`config.mk`:
```
export PLATFORM = sky130hd
export DESIGN_NAME = stereo_ser_tx
export DESIGN_NICKNAME = d
export VERILOG_FILES = /design/src/rtl/stx_pkg.sv /design/src/rtl/stx_sync.sv /design/src/rtl/stx_rst_sync.sv /design/src/rtl/stx_strap.sv /design/src/rtl/stx_shifter.sv /design/src/rtl/stereo_ser_tx.sv
export SDC_FILE = /design/constraint.sdc
export NUM_CORES = 1
export LEC_CHECK = 0
export BUFFER_PORTS_ARGS = -buffer_cell sky130_fd_sc_hd__buf_4
export CAP_MARGIN = 20
export CORE_MARGIN = 3
export CORE_UTILIZATION = 25
export CTS_CLUSTER_SIZE = 24
export DETAILED_ROUTE_END_ITERATION = 10
export PLACE_DENSITY = 0.41
export SLEW_MARGIN = 0
export SYNTH_ARGS = -nofsm -noshare
export SYNTH_HDL_FRONTEND = slang
export SYNTH_HIERARCHICAL = 1
export SYNTH_SLANG_ARGS = --single-unit
```
`constraint.sdc`:
```
create_clock -name clk -period 4.25 [get_ports clk]
set_input_delay 0.425 -clock clk [delete_from_list [all_inputs] [get_ports clk]]
set_output_delay 0.425 -clock clk [all_outputs]
set_load 0.05 [all_outputs]
```
`src/rtl/stx_pkg.sv`:
```
package stx_pkg;

  typedef enum logic {
    FMT_LJ  = 1'b0,
    FMT_I2S = 1'b1
  } stx_fmt_e;

  // lrck level that marks the left half for a given framing
  function automatic logic left_level(stx_fmt_e f);
    return (f == FMT_LJ) ? 1'b1 : 1'b0;
  endfunction

endpackage

```
`src/rtl/stx_sync.sv`:
```
module stx_sync #(
  parameter int W      = 2,
  parameter int STAGES = 2
) (
  input  logic         clk,
  input  logic         rst_n,
  input  logic [W-1:0] din,
  output logic [W-1:0] dout
);

  localparam int TOP = STAGES - 1;

  for (genvar b = 0; b < W; b++) begin : g_bit
    logic [STAGES-1:0] chain_q;
    logic [STAGES-1:0] chain_d;

    always_comb begin
      chain_d = {chain_q[STAGES-2:0], din[b]};
    end

    always_ff @(posedge clk or negedge rst_n) begin
      if (!rst_n) chain_q <= '0;
      else        chain_q <= chain_d;
    end

    assign dout[b] = chain_q[TOP];
  end

endmodule

```
`src/rtl/stx_rst_sync.sv`:
```
module stx_rst_sync #(
  parameter int STAGES = 2
) (
  input  logic clk,
  input  logic rst_n,
  output logic rst_int_n
);

  localparam int TOP = STAGES - 1;

  logic [STAGES-1:0] chain_q;
  logic [STAGES-1:0] chain_d;

  always_comb begin
    chain_d = {chain_q[STAGES-2:0], 1'b1};
  end

  // asserted at once, released on a clock edge
  always_ff @(posedge clk or negedge rst_n) begin
    if (!rst_n) chain_q <= '0;
    else        chain_q <= chain_d;
  end

  assign rst_int_n = chain_q[TOP];

endmodule

```
`src/rtl/stx_strap.sv`:
```
module stx_strap
  import stx_pkg::*;
(
  input  logic     clk,
  input  logic     rst_n,
  input  logic     rst_int_n,
  input  logic     pad_level,
  output stx_fmt_e fmt,
  output logic     pad_oe
);

  stx_fmt_e fmt_q, fmt_d;
  logic     oe_q, oe_d;

  // strap register: follows the pad while in reset, frozen afterwards
  always_comb begin
    fmt_d = fmt_q;
    if (!rst_int_n) fmt_d = stx_fmt_e'(pad_level);
  end

  always_ff @(posedge clk) begin
    fmt_q <= fmt_d;
  end

  always_comb begin
    oe_d = rst_int_n;
  end

  always_ff @(posedge clk or negedge rst_n) begin
    if (!rst_n) oe_q <= 1'b0;
    else        oe_q <= oe_d;
  end

  assign fmt    = fmt_q;
  assign pad_oe = oe_q;

  assert_fmt_frozen_R2: assert property (@(posedge clk) disable iff (!rst_int_n)
    rst_int_n |=> $stable(fmt_q));

  assert_oe_after_release_R3: assert property (@(posedge clk) disable iff (!rst_n)
    $rose(rst_int_n) |=> oe_q);

endmodule

```
`src/rtl/stx_shifter.sv`:
```
module stx_shifter
  import stx_pkg::*;
#(
  parameter int SAMPLE_W = 24
) (
  input  logic                clk,
  input  logic                rst_n,
  input  stx_fmt_e            fmt,
  input  logic                sclk_lvl,
  input  logic                lrck_lvl,
  input  logic [SAMPLE_W-1:0] smp_l,
  input  logic [SAMPLE_W-1:0] smp_r,
  input  logic                smp_vld,
  output logic                sd
);

  localparam int MSB = SAMPLE_W - 1;

  logic [SAMPLE_W-1:0] pend_l_q, pend_l_d;
  logic [SAMPLE_W-1:0] pend_r_q, pend_r_d;
  logic [SAMPLE_W-1:0] cur_r_q,  cur_r_d;
  logic [SAMPLE_W-1:0] sh_q,     sh_d;
  logic [SAMPLE_W-1:0] load_word;
  logic                sd_q, sd_d;
  logic                sclk_prev_q, lrck_last_q, lrck_last_d;
  logic                sclk_fall, half_start, is_left, frame_start;

  always_comb begin
    sclk_fall   = sclk_prev_q & ~sclk_lvl;
    half_start  = sclk_fall & (lrck_lvl != lrck_last_q);
    is_left     = (lrck_lvl == left_level(fmt));
    frame_start = half_start & is_left;
    load_word   = is_left ? pend_l_q : cur_r_q;
  end

  always_comb begin
    pend_l_d    = pend_l_q;
    pend_r_d    = pend_r_q;
    cur_r_d     = cur_r_q;
    sh_d        = sh_q;
    sd_d        = sd_q;
    lrck_last_d = lrck_last_q;

    if (smp_vld) begin
      pend_l_d = smp_l;
      pend_r_d = smp_r;
    end

    if (sclk_fall) begin
      lrck_last_d = lrck_lvl;
      if (half_start) begin
        if (frame_start) cur_r_d = pend_r_q;
        if (fmt == FMT_LJ) begin
          sd_d = load_word[MSB];
          sh_d = {load_word[MSB-1:0], 1'b0};
        end else begin
          // one-slot delay: leftover bit of the previous half goes first
          sd_d = sh_q[MSB];
          sh_d = load_word;
        end
      end else begin
        sd_d = sh_q[MSB];
        sh_d = {sh_q[MSB-1:0], 1'b0};
      end
    end
  end

  always_ff @(posedge clk or negedge rst_n) begin
    if (!rst_n) begin
      pend_l_q    <= '0;
      pend_r_q    <= '0;
      cur_r_q     <= '0;
      sh_q        <= '0;
      sd_q        <= 1'b0;
      sclk_prev_q <= 1'b0;
      lrck_last_q <= 1'b0;
    end else begin
      pend_l_q    <= pend_l_d;
      pend_r_q    <= pend_r_d;
      cur_r_q     <= cur_r_d;
      sh_q        <= sh_d;
      sd_q        <= sd_d;
      sclk_prev_q <= sclk_lvl;
      lrck_last_q <= lrck_last_d;
    end
  end

  assign sd = sd_q;

  assert_data_only_on_fall_R6: assert property (@(posedge clk) disable iff (!rst_n)
    !sclk_fall |=> $stable(sd_q));

  assert_right_word_held_R9: assert property (@(posedge clk) disable iff (!rst_n)
    !frame_start |=> $stable(cur_r_q));

  assert_pend_held_R10: assert property (@(posedge clk) disable iff (!rst_n)
    !smp_vld |=> $stable(pend_l_q) && $stable(pend_r_q));

  assert_zero_fill_R7: assert property (@(posedge clk) disable iff (!rst_n)
    (sclk_fall && !half_start && sh_q == '0) |=> !sd_q);

endmodule

```
`src/rtl/stereo_ser_tx.sv`:
```
module stereo_ser_tx
  import stx_pkg::*;
#(
  parameter int SAMPLE_W    = 24,
  parameter int SYNC_STAGES = 2,
  parameter int RST_STAGES  = 2
) (
  input  logic                clk,
  input  logic                rst_n,
  input  logic                sclk,
  input  logic                lrck,
  input  logic [SAMPLE_W-1:0] smp_left,
  input  logic [SAMPLE_W-1:0] smp_right,
  input  logic                smp_valid,
  input  logic                sd_pad_in,
  output logic                sd_out,
  output logic                sd_oe
);

  localparam int NCLK = 2;

  logic            rst_int_n;
  logic [NCLK-1:0] clk_raw, clk_sync;
  stx_fmt_e        fmt;

  assign clk_raw = {lrck, sclk};

  stx_rst_sync #(.STAGES(RST_STAGES)) u_rst_sync (
    .clk       (clk),
    .rst_n     (rst_n),
    .rst_int_n (rst_int_n)
  );

  stx_sync #(.W(NCLK), .STAGES(SYNC_STAGES)) u_sync (
    .clk   (clk),
    .rst_n (rst_int_n),
    .din   (clk_raw),
    .dout  (clk_sync)
  );

  stx_strap u_strap (
    .clk       (clk),
    .rst_n     (rst_n),
    .rst_int_n (rst_int_n),
    .pad_level (sd_pad_in),
    .fmt       (fmt),
    .pad_oe    (sd_oe)
  );

  stx_shifter #(.SAMPLE_W(SAMPLE_W)) u_shifter (
    .clk      (clk),
    .rst_n    (rst_int_n),
    .fmt      (fmt),
    .sclk_lvl (clk_sync[0]),
    .lrck_lvl (clk_sync[1]),
    .smp_l    (smp_left),
    .smp_r    (smp_right),
    .smp_vld  (smp_valid),
    .sd       (sd_out)
  );

endmodule

```
==> metrics.md, run 1 <==
| Metric | Value |
|---|---|
| Async SR Flop Fraction | 99.1% |
| Effective utilization at floorplan | 25.8% |
| Max Fclk | 0.366 GHz |
| Met3 Track Usage GR | 2.89% |
| DRT Pass-1 Iters | 4 |
| Wire per inst | 15.4 um |
| Met2 Usage GRT | 15.9% |
| Fin crit share | 64.3% |
| Final hold vios | 0 |
| Dominant synthesized flop cell | dfrtp_1 |
| Count of cell types in the netlist | 31 |
| Clock Skews | 0.0111 ns |
| Synth cell count leaders | dfrtp_1 (106), mux2_2 (96), a21oi_1 (43) |
| Hold Buf Count CTS | 1 |
| P_leak | 2.47 nW |
| DRC Markers | 0 |
| Layout cell share with drive strength beyond 1 | 47.2% |
| Vias | 2978 |
| Chip Height | 146 um |
| Clock transition at the registers of the reported paths | 0.08 ns |
| Pin count of the biggest net entering global routing | 49 |
| Antenna violations before repair | 0 |
| Setup_tns | 0 ns |
| Full die area | 0.0214 sq mm |
| Die X | 146 um |
| ANT cells | 0 |
| PwrDens | 457 mW/mm^2 |
| IO Pins | 56 |
| Min Tclk post-route | 2.73 ns |
| Crit. End Element | register |
| CTS tree | yes |
| Post-Synth Adder-Cell Area | 0% |
| Pins Over Slew Limit | 0 |
| Vias in the first global route | 3164 |
| Simple-gate portion of the synthesized area | 3.72% |
| Cell Area, Synth | 0.00491 sq mm |
| Post-CTS sizing | 0 |
| IR drop worst, VDD | 197 uV |
| Worst Path Required | 4.50 ns |
| Max-cap violations | 0 |
| Synth Area in XOR/XNOR | 0.178% |
| Hold Crit Depth | 1 |
| Nets | 473 |
| CTS sink count | 107 |
| Iter 0 DRT Violations | 186 |
| Count leader, synth | dfrtp_1 |
| CTS Buf Count | 9 |
| Reg2Reg Setup Slack | 1.52 ns |
| Setup ws final | 1.52 ns |
| Crit path kind | reg2reg |
| Leading area contributor after synthesis | dfrtp_1 |
| DR vias/cell | 4.35 |
| Setup Fix Bufs, Post-CTS | 0 |
| RR Endpoint | u_shifter/cur_r_q[23]$_DFFE_PN0P_ |
| Final setup fails | 0 |
| Multiplexer area fraction after synthesis | 28.3% |
| Worst setup startpoint | u_strap/fmt$_DFFE_PN_ |
| Routability cong. | 0.693 |
| CP Data Arrival Time | 2.99 ns |
| Grt ovf | 0 |
| Ys Warns | 6 |
| Register area share after synthesis | 54.6% |
| Clock Latency Late Sink | 0.36 ns |
| Synth Area per Inst | 13.1 sq um |
| Status | finished clean |
| Largest family of logic cells by synthesized area | multiplexers |
| Core Rows | 50 |
| Worst-margin pin slew | 1.04 ns |
| Met1 GRT Util | 13.6% |
| Detailed Route WL | 10.6 mm |
| Root buffer cell | clkbuf_16 |
| R2R depth | 4 |
| Mapped Nets | 429 |
| Global-route usage over all layers | 10.2% |
| Final ANT Viol Nets | 0 |
| Crit-path max FO | 27 |
| Startpoint Class | register |
| Hold EP | u_sync/g_bit[0].chain_q[0]$_DFF_PN0_ |
| Top cell type's share of synthesized area | 54.0% |
| H-tree Lvls | 3 |
| Post-synthesis compound-gate area fraction | 9.50% |
| RSZ-0062 raised after global routing | false |
| FF-to-FF Start | u_strap/fmt$_DFFE_PN_ |
| EDFF count, synth | 1 |
| Rel. slew slack | 30.8% |
| Pre-CTS WS | 1.48 ns |
| First-pass GRT wire length | 17.4 mm |
| Core ar. | 0.0190 sq mm |
| Layout area overhead | 19.8% |
| Top post-synthesis cells by area | dfrtp_1 (54%), mux2_2 (22%), mux2_4 (6.1%) |
| Worst Hold Class | in2reg |
| #FFs+latches synth | 107 |
| Hold path startpoint | sclk |
| # port buffers | 55 |
| Grt peak-use layer | met2 |
| Post-DP HPWL | 6.81 mm |
| Clk buf depth | 2 |
| Mapped Cells | 375 |
sequential cells by signal (all words and copies together) (netlist names):
name                   count
u_rst_sync/chain_q         2
u_shifter/cur_r_q         24
u_shifter/lrck_last_q      1
u_shifter/pend_l_q        24
u_shifter/pend_r_q        24
u_shifter/sclk_prev_q      1
u_shifter/sd               1
u_shifter/sh_q            24
u_strap/fmt                1
u_strap/pad_oe             1
u_sync/g_bit.chain_q       4
metrics by stage:
stage	area, sq um	total power [mW]	util (%)	cells	hold WS, ns
after floorplan	4910	1.74	-	375	0.129
after global placement	5530	1.89	29.1	664	0.213
after detailed placement	5570	1.91	29.3	666	0.215
after CTS	5860	2.74	30.8	683	0.159
after global routing	5890	2.86	30.9	684	0.150
final	5890	2.69	30.9	684	0.171
worst max-delay path by stage:
stage	cells past startpoint	to	slack [ns]
after floorplan	0	u_shifter/cur_r_q[0]$_DFFE_PN0P_	1.07
after global placement	4	u_shifter/cur_r_q[23]$_DFFE_PN0P_	1.53
after detailed placement	4	u_shifter/cur_r_q[23]$_DFFE_PN0P_	1.48
after CTS	4	u_shifter/cur_r_q[23]$_DFFE_PN0P_	1.48
after global routing	4	u_shifter/cur_r_q[23]$_DFFE_PN0P_	1.35
final	4	u_shifter/cur_r_q[23]$_DFFE_PN0P_	1.52
where the power goes:
part / switching (mW) / internal (mW)
Clock: 0.400 / 0.405
Sequential: 0.154 / 1.20
Combinational: 0.191 / 0.334
Total: 0.746 / 1.94
worst max-delay path, cell delays in order, from the launching register on:
cell      delay (ns)
edfxtp_1        0.80
or3b_4          0.56
a21oi_4         0.51
buf_4           0.39
mux2_2          0.37
kinds of logic (layout without fill, tap and decap cells):
kind of cell	Yosys count	count (layout)
AND/OR/NAND/NOR	41	41
flip-flops	107	107
multiplexers	117	117
AO/OA/AOI/OAI	76	76
XOR/XNOR	1	1
buffers and inverters	32	81
other	1	1
per-layer routing:
metal	vias to the layer above	part of all wire, %
li1	1431	-
met1	1483	49
met2	53	46
met3	11	3.6
met4	0	1.6
met5	-	0
area by class of cell:
class / count / area, sq um
Tap cell: 260 / 325
Clock buffer: 10 / 229
Multi-Input combinational cell: 236 / 2070
Clock inverter: 6 / 48.8
Sequential cell: 107 / 2690
Inverter: 1 / 3.75
Fill cell: 1947 / 13100
Timing Repair Buffer: 64 / 527
placed cells by master, fill, tap and decap left out, types with 3 or more instances in the layout:
cell and instances:
mux2_2 96, a22oi_1 23, nor2_1 26, a21oi_1 43, nand2_1 6, dfrtp_1 105, a31oi_1 3, buf_4 60
mux2_4 20, clkbuf_16 9
Note: power is estimated with default switching activity, not from simulation.
==> run 2: changes to the inputs <==
- clock period: 4.25 -> 2.8 ns (I/O delays scaled with it)
==> metrics.md, run 2 (same netlist as run 1, synthesis figures left out) <==
| Metric | Value |
|---|---|
| Most common cell after layout, fill and taps aside | dfrtp_1 |
| DRC Markers | 0 |
| Core ar. | 0.0190 sq mm |
| Min Tclk post-route | 2.14 ns |
| Worst Hold Class | in2reg |
| CP Data Arrival Time | 2.39 ns |
| Pin count of the biggest net entering global routing | 52 |
| Vias in the first global route | 3270 |
| Setup_tns | 0 ns |
| Post-CTS sizing | 0 |
| Worst Path Required | 3.04 ns |
| Nets | 476 |
| CTS Buf Count | 9 |
| Clock transition at the registers of the reported paths | 0.07 ns |
| Grt ovf | 0 |
| PwrDens | 691 mW/mm^2 |
| ANT cells | 0 |
| Fin crit share | 76.6% |
| Post-DP HPWL | 6.97 mm |
| Routability cong. | 0.708 |
| P_leak | 2.46 nW |
| Final total power | 4.04 mW |
| CTS sink count | 107 |
| Design Area, Final | 0.00585 sq mm |
| Startpoint Class | register |
| Clk buf depth | 2 |
| First-pass GRT wire length | 18.2 mm |
| Crit path kind | reg2reg |
| Global-route usage over all layers | 10.8% |
| Full die area | 0.0214 sq mm |
| Placed cell areas | 0.00557 sq mm |
| Final hold vios | 0 |
| Antenna violations before repair | 0 |
| IO Pins | 56 |
| Iter 0 DRT Violations | 113 |
| Layout cell share with drive strength beyond 1 | 46.8% |
| Effective utilization at floorplan | 25.8% |
| Root buffer cell | clkbuf_16 |
| RSZ-0062 raised after global routing | false |
| Worst-margin pin slew | 0.642 ns |
| Max-cap violations | 0 |
| Final ANT Viol Nets | 0 |
| Wire per inst | 15.9 um |
| Vias | 3028 |
| Crit. End Element | register |
| Min Hold Slack | 0.0307 ns |
| Pre-CTS WS | 0.631 ns |
| DRT Pass-1 Iters | 4 |
| # port buffers | 55 |
| Most frequent cells in the layout | dfrtp_1 (105), mux2_2 (96), buf_4 (66), a21oi_1 (43), nor2_1 (26) |
| H-tree Lvls | 3 |
| Setup ws final | 0.656 ns |
| Crit-path cells | or3b_4 > a21oi_4 > buf_4 > mux2_4 |
| Layout area overhead | 19.0% |
| IR drop worst, VDD | 278 uV |
| CP bufs+invs | 1 |
| Crit-path max FO | 12 |
| Detailed Route WL | 10.9 mm |
| Die X | 146 um |
| Core Rows | 50 |
| Delay-heaviest family, CP | flip-flops |
| Status | finished clean |
| Crit-path slowest cell | dfrtp_1 |
| Crit path largest cell delay | 0.55 ns |
| Max Fclk | 0.467 GHz |
| Chip Height | 146 um |
| Rel. slew slack | 57.2% |
| Clock Skews | 0.00770 ns |
| DR vias/cell | 4.42 |
| Pins Over Slew Limit | 0 |
| Clock Latency Late Sink | 0.35 ns |
| Final setup fails | 0 |
| CTS tree | yes |
[run 2: cell count changes in the layout (fill, tap and decap cells not counted), sizes merged]
cell,change
buf,+3
inv,-3
clkbuf,+2
clkinv,-1
[run 2: area by class of cell]
| class | instances | area, sq um |
|---|---|---|
| sequential | 107 | 2690 |
| clock buffer | 12 | 246 |
| timing repair buffer | 67 | 505 |
| multi-input combinational | 236 | 2060 |
| clock inverter | 2 | 15.0 |
| fill | 1947 | 13200 |
| tap | 260 | 325 |
| inverter | 1 | 3.75 |
[run 2: routing by layer]
layer  vias to the layer above  wire, um  global-route usage (%)
met5                         -         0                       0
met4                         0       237                    4.70
met3                        14       391                    2.89
met2                        52      4880                    16.2
met1                      1518      5380                    14.7
li1                       1444         -                       -
[run 2: what timing repair did]
item / 4_1_cts / 5_1_grt
hold buffers: 1 / 0
setup buffers: 0 / 0
hold endpoints to repair: 3 / 0
endpoints found under the setup margin: 0 / 0
[run 2: worst paths after layout]
kind                                                              to  slack (ns)                            startpoint  depth (start not counted)
worst max register to register      u_shifter/cur_r_q[6]$_DFFE_PN0P_        0.66  u_sync/g_bit[1].chain_q[1]$_DFF_PN0_                          4
worst min-delay path            u_sync/g_bit[0].chain_q[0]$_DFF_PN0_        0.03                                  sclk                          1
max in group asynchronous          u_shifter/pend_r_q[0]$_DFFE_PN0P_        1.67       u_rst_sync/chain_q[1]$_DFF_PN0_                          1
worst min register to register     u_shifter/cur_r_q[10]$_DFFE_PN0P_        0.21       u_rst_sync/chain_q[1]$_DFF_PN0_                          0
worst max-delay path                u_shifter/cur_r_q[6]$_DFFE_PN0P_        0.66  u_sync/g_bit[1].chain_q[1]$_DFF_PN0_                          4
min in group asynchronous          u_shifter/cur_r_q[10]$_DFFE_PN0P_        0.21       u_rst_sync/chain_q[1]$_DFF_PN0_                          0
[run 2: power by group]
part           total, mW  switching, mW  internal (mW)
Clock               1.19          0.570          0.619
Combinational      0.800          0.300          0.500
Sequential          2.05          0.220           1.83
Total               4.04           1.09           2.95
[run 2: per-stage QoR]
| step | utilization [%] | std cells |
|---|---|---|
| after floorplan | - | 375 |
| after global placement | 29.3 | 670 |
| after detailed placement | 29.3 | 670 |
| after CTS | 30.7 | 685 |
| after global routing | 30.7 | 685 |
| final | 30.7 | 685 |
==> run 3: changes to the inputs <==
- ABC_AREA: default -> 1
- clock period: 2.8 -> 2.22 ns (I/O delays scaled with it)
==> metrics.md, run 3 <==
| Metric | Value |
|---|---|
| Final setup fails | 0 |
| Routability cong. | 0.782 |
| Crit path kind | reg2reg |
| Effective utilization at floorplan | 25.7% |
| Ys Warns | 6 |
| RR Endpoint | u_shifter/cur_r_q[0]$_DFFE_PN0P_ |
| IR drop worst, VDD | 313 uV |
| Register area | 0.00269 sq mm |
| Startpoint Class | register |
| CTS Buf Count | 9 |
| Hold Buf Count CTS | 3 |
| Grt ovf | 0 |
| R2R depth | 7 |
| Antenna violations before repair | 0 |
| PwrDens | 838 mW/mm^2 |
| Post-CTS sizing | 0 |
| CTS tree | yes |
| Max-cap violations | 0 |
| Wire per inst | 13.1 um |
| Hold path startpoint | sd_pad_in |
| Crit. End Element | register |
| CTS sink count | 107 |
| DRT Pass-1 Iters | 4 |
| Dominant synthesized flop cell | dfrtp_1 |
| Clk buf depth | 2 |
| Pin count of the biggest net entering global routing | 59 |
| Count of cell types in the netlist | 28 |
| Filler cells | 2171 |
| Core ar. | 0.0197 sq mm |
| First-pass GRT wire length | 19.5 mm |
| Iter 0 DRT Violations | 185 |
| Cell Area, Synth | 0.00505 sq mm |
| Fin crit share | 89.6% |
| Most frequent cells in the layout | nand2_1 (150), dfrtp_1 (105), buf_4 (61), inv_1 (52), o21ai_0 (49) |
| Full die area | 0.0219 sq mm |
| ANT cells | 0 |
| DR vias/cell | 4.11 |
| Pins Over Slew Limit | 0 |
| Worst setup path endpoint | u_shifter/cur_r_q[0]$_DFFE_PN0P_ |
| Final ANT Viol Nets | 0 |
| Status | finished clean |
| Register area share after synthesis | 53.1% |
| #FFs+latches synth | 107 |
| Vias in the first global route | 3786 |
| Met2 WL | 5.02 mm |
| Top cell type's share of synthesized area | 52.5% |
| Crit-path max FO | 48 |
| Layout area overhead | 18.4% |
| Worst Path Required | 2.50 ns |
| H-tree Lvls | 3 |
| Vias | 3541 |
| Nets | 645 |
| Chip Height | 148 um |
| DRC Markers | 0 |
| RSZ-0062 raised after global routing | false |
| Synth Area per Inst | 9.27 sq um |
| Worst Hold Class | in2reg |
| P_leak | 2.84 nW |
| Area of the multi-input gates | 0.00192 sq mm |
| Count leader, synth | nand2_1 |
| Post-DP HPWL | 7.85 mm |
| Global-route usage over all layers | 11.1% |
| Root buffer cell | clkbuf_16 |
| Layout cell share with drive strength beyond 1 | 28.7% |
| WL met1 | 5.67 mm |
| IO Pins | 56 |
| Top post-synthesis cells by area | dfrtp_1 (53%), nand2_1 (11%), mux2_2 (5.4%) |
| Mapped Nets | 599 |
| Clock transition at the registers of the reported paths | 0.07 ns |
| Met3 Wirelength | 433 um |
| Setup_tns | 0 ns |
| CP Data Arrival Time | 2.27 ns |
| Clock Skews | 0.00990 ns |
| Max Fclk | 0.503 GHz |
| Mapped Cells | 545 |
| Reg2Reg Setup Slack | 0.23 ns |
| Detailed Route WL | 11.3 mm |
| Die X | 148 um |
| Leading area contributor after synthesis | dfrtp_1 |
| Core Rows | 51 |
| Rel. slew slack | 51.5% |
| Most common cell after layout, fill and taps aside | nand2_1 |
| Final core utilization | 30.4% |
| Async SR Flop Fraction | 99.1% |
| Max layer used | met4 |
| EDFF count, synth | 1 |
| Clock Latency Late Sink | 0.36 ns |
| Worst-margin pin slew | 0.727 ns |
| Worst setup startpoint | u_strap/fmt$_DFFE_PN_ |
| # port buffers | 55 |
| Synth cell count leaders | nand2_1 (150), dfrtp_1 (106), inv_1 (52) |
| Final hold vios | 0 |
| Min Tclk post-route | 1.99 ns |
| Setup Fix Bufs, Post-CTS | 0 |
| FF-to-FF Start | u_strap/fmt$_DFFE_PN_ |
run 3: cell type report:
| type | instances | share of cell area [%] |
|---|---|---|
| Clock buffer | 10 | 3.83 |
| Clock inverter | 6 | 1.32 |
| Inverter | 54 | 3.43 |
| Multi-Input combinational cell | 353 | 32.1 |
| Sequential cell | 107 | 44.9 |
| Tap cell | 265 | 5.54 |
| Timing Repair Buffer | 66 | 8.83 |
run 3: layer usage:
metal,track usage [%],up-vias
met5,0,-
met4,3.79,0
met3,2.53,13
met2,17.0,52
met1,15.5,1668
li1,-,1808
run 3: metrics by stage:
stage / instance area (sq um) / instances / power [mW] / setup WS [ns] / hold slack, ns
CTS: 5980 / 861 / 5.10 / 0.198 / 0.0328
global route: 5980 / 861 / 5.36 / 0.00950 / 0.0379
detailed placement: 5640 / 842 / 3.39 / 0.235 / 0.0119
global placement: 5640 / 842 / 3.38 / 0.233 / 0.00996
floorplan: 5050 / 545 / 3.12 / 0.266 / -0.0736
finish: 5980 / 861 / 5.01 / 0.230 / 0.0479
run 3: cell families (layout without fill, tap and decap cells):
| family | count (synthesis) | count (layout) | share of synthesized area [%] |
|---|---|---|---|
| muxes | 24 | 24 | 5.35 |
| AOI/OAI and AO/OA | 74 | 74 | 8.89 |
| other | 1 | 1 | 0.0742 |
| buffers and inverters | 85 | 136 | 8.84 |
| DFF | 107 | 107 | 53.1 |
| and+or+nand+nor | 254 | 254 | 23.7 |
run 3: how the worst min path moves through the flow:
stage / endpoint / cells past startpoint
floorplan: u_rst_sync/chain_q[0]$_DFF_PN0_ / 0
finish: u_strap/fmt$_DFFE_PN_ / 1
global route: u_strap/fmt$_DFFE_PN_ / 1
global placement: u_strap/pad_oe$_DFF_PN0_ / 1
detailed placement: u_strap/pad_oe$_DFF_PN0_ / 1
CTS: u_strap/fmt$_DFFE_PN_ / 1
run 3: critical path, cell delays in order (launching register included):
cell and delay, ns:
edfxtp_1 0.59, inv_4 0.10, nand2_4 0.29, nand2_4 0.27, nor2_4 0.20, buf_12 0.26
nor2_1 0.08, a21oi_1 0.11
run 3: where the power goes:
part	total (mW)	switching, mW	internal (mW)
Combinational	0.882	0.485	0.397
Sequential	2.46	0.190	2.27
Clock	1.67	0.770	0.902
Total	5.01	1.45	3.57
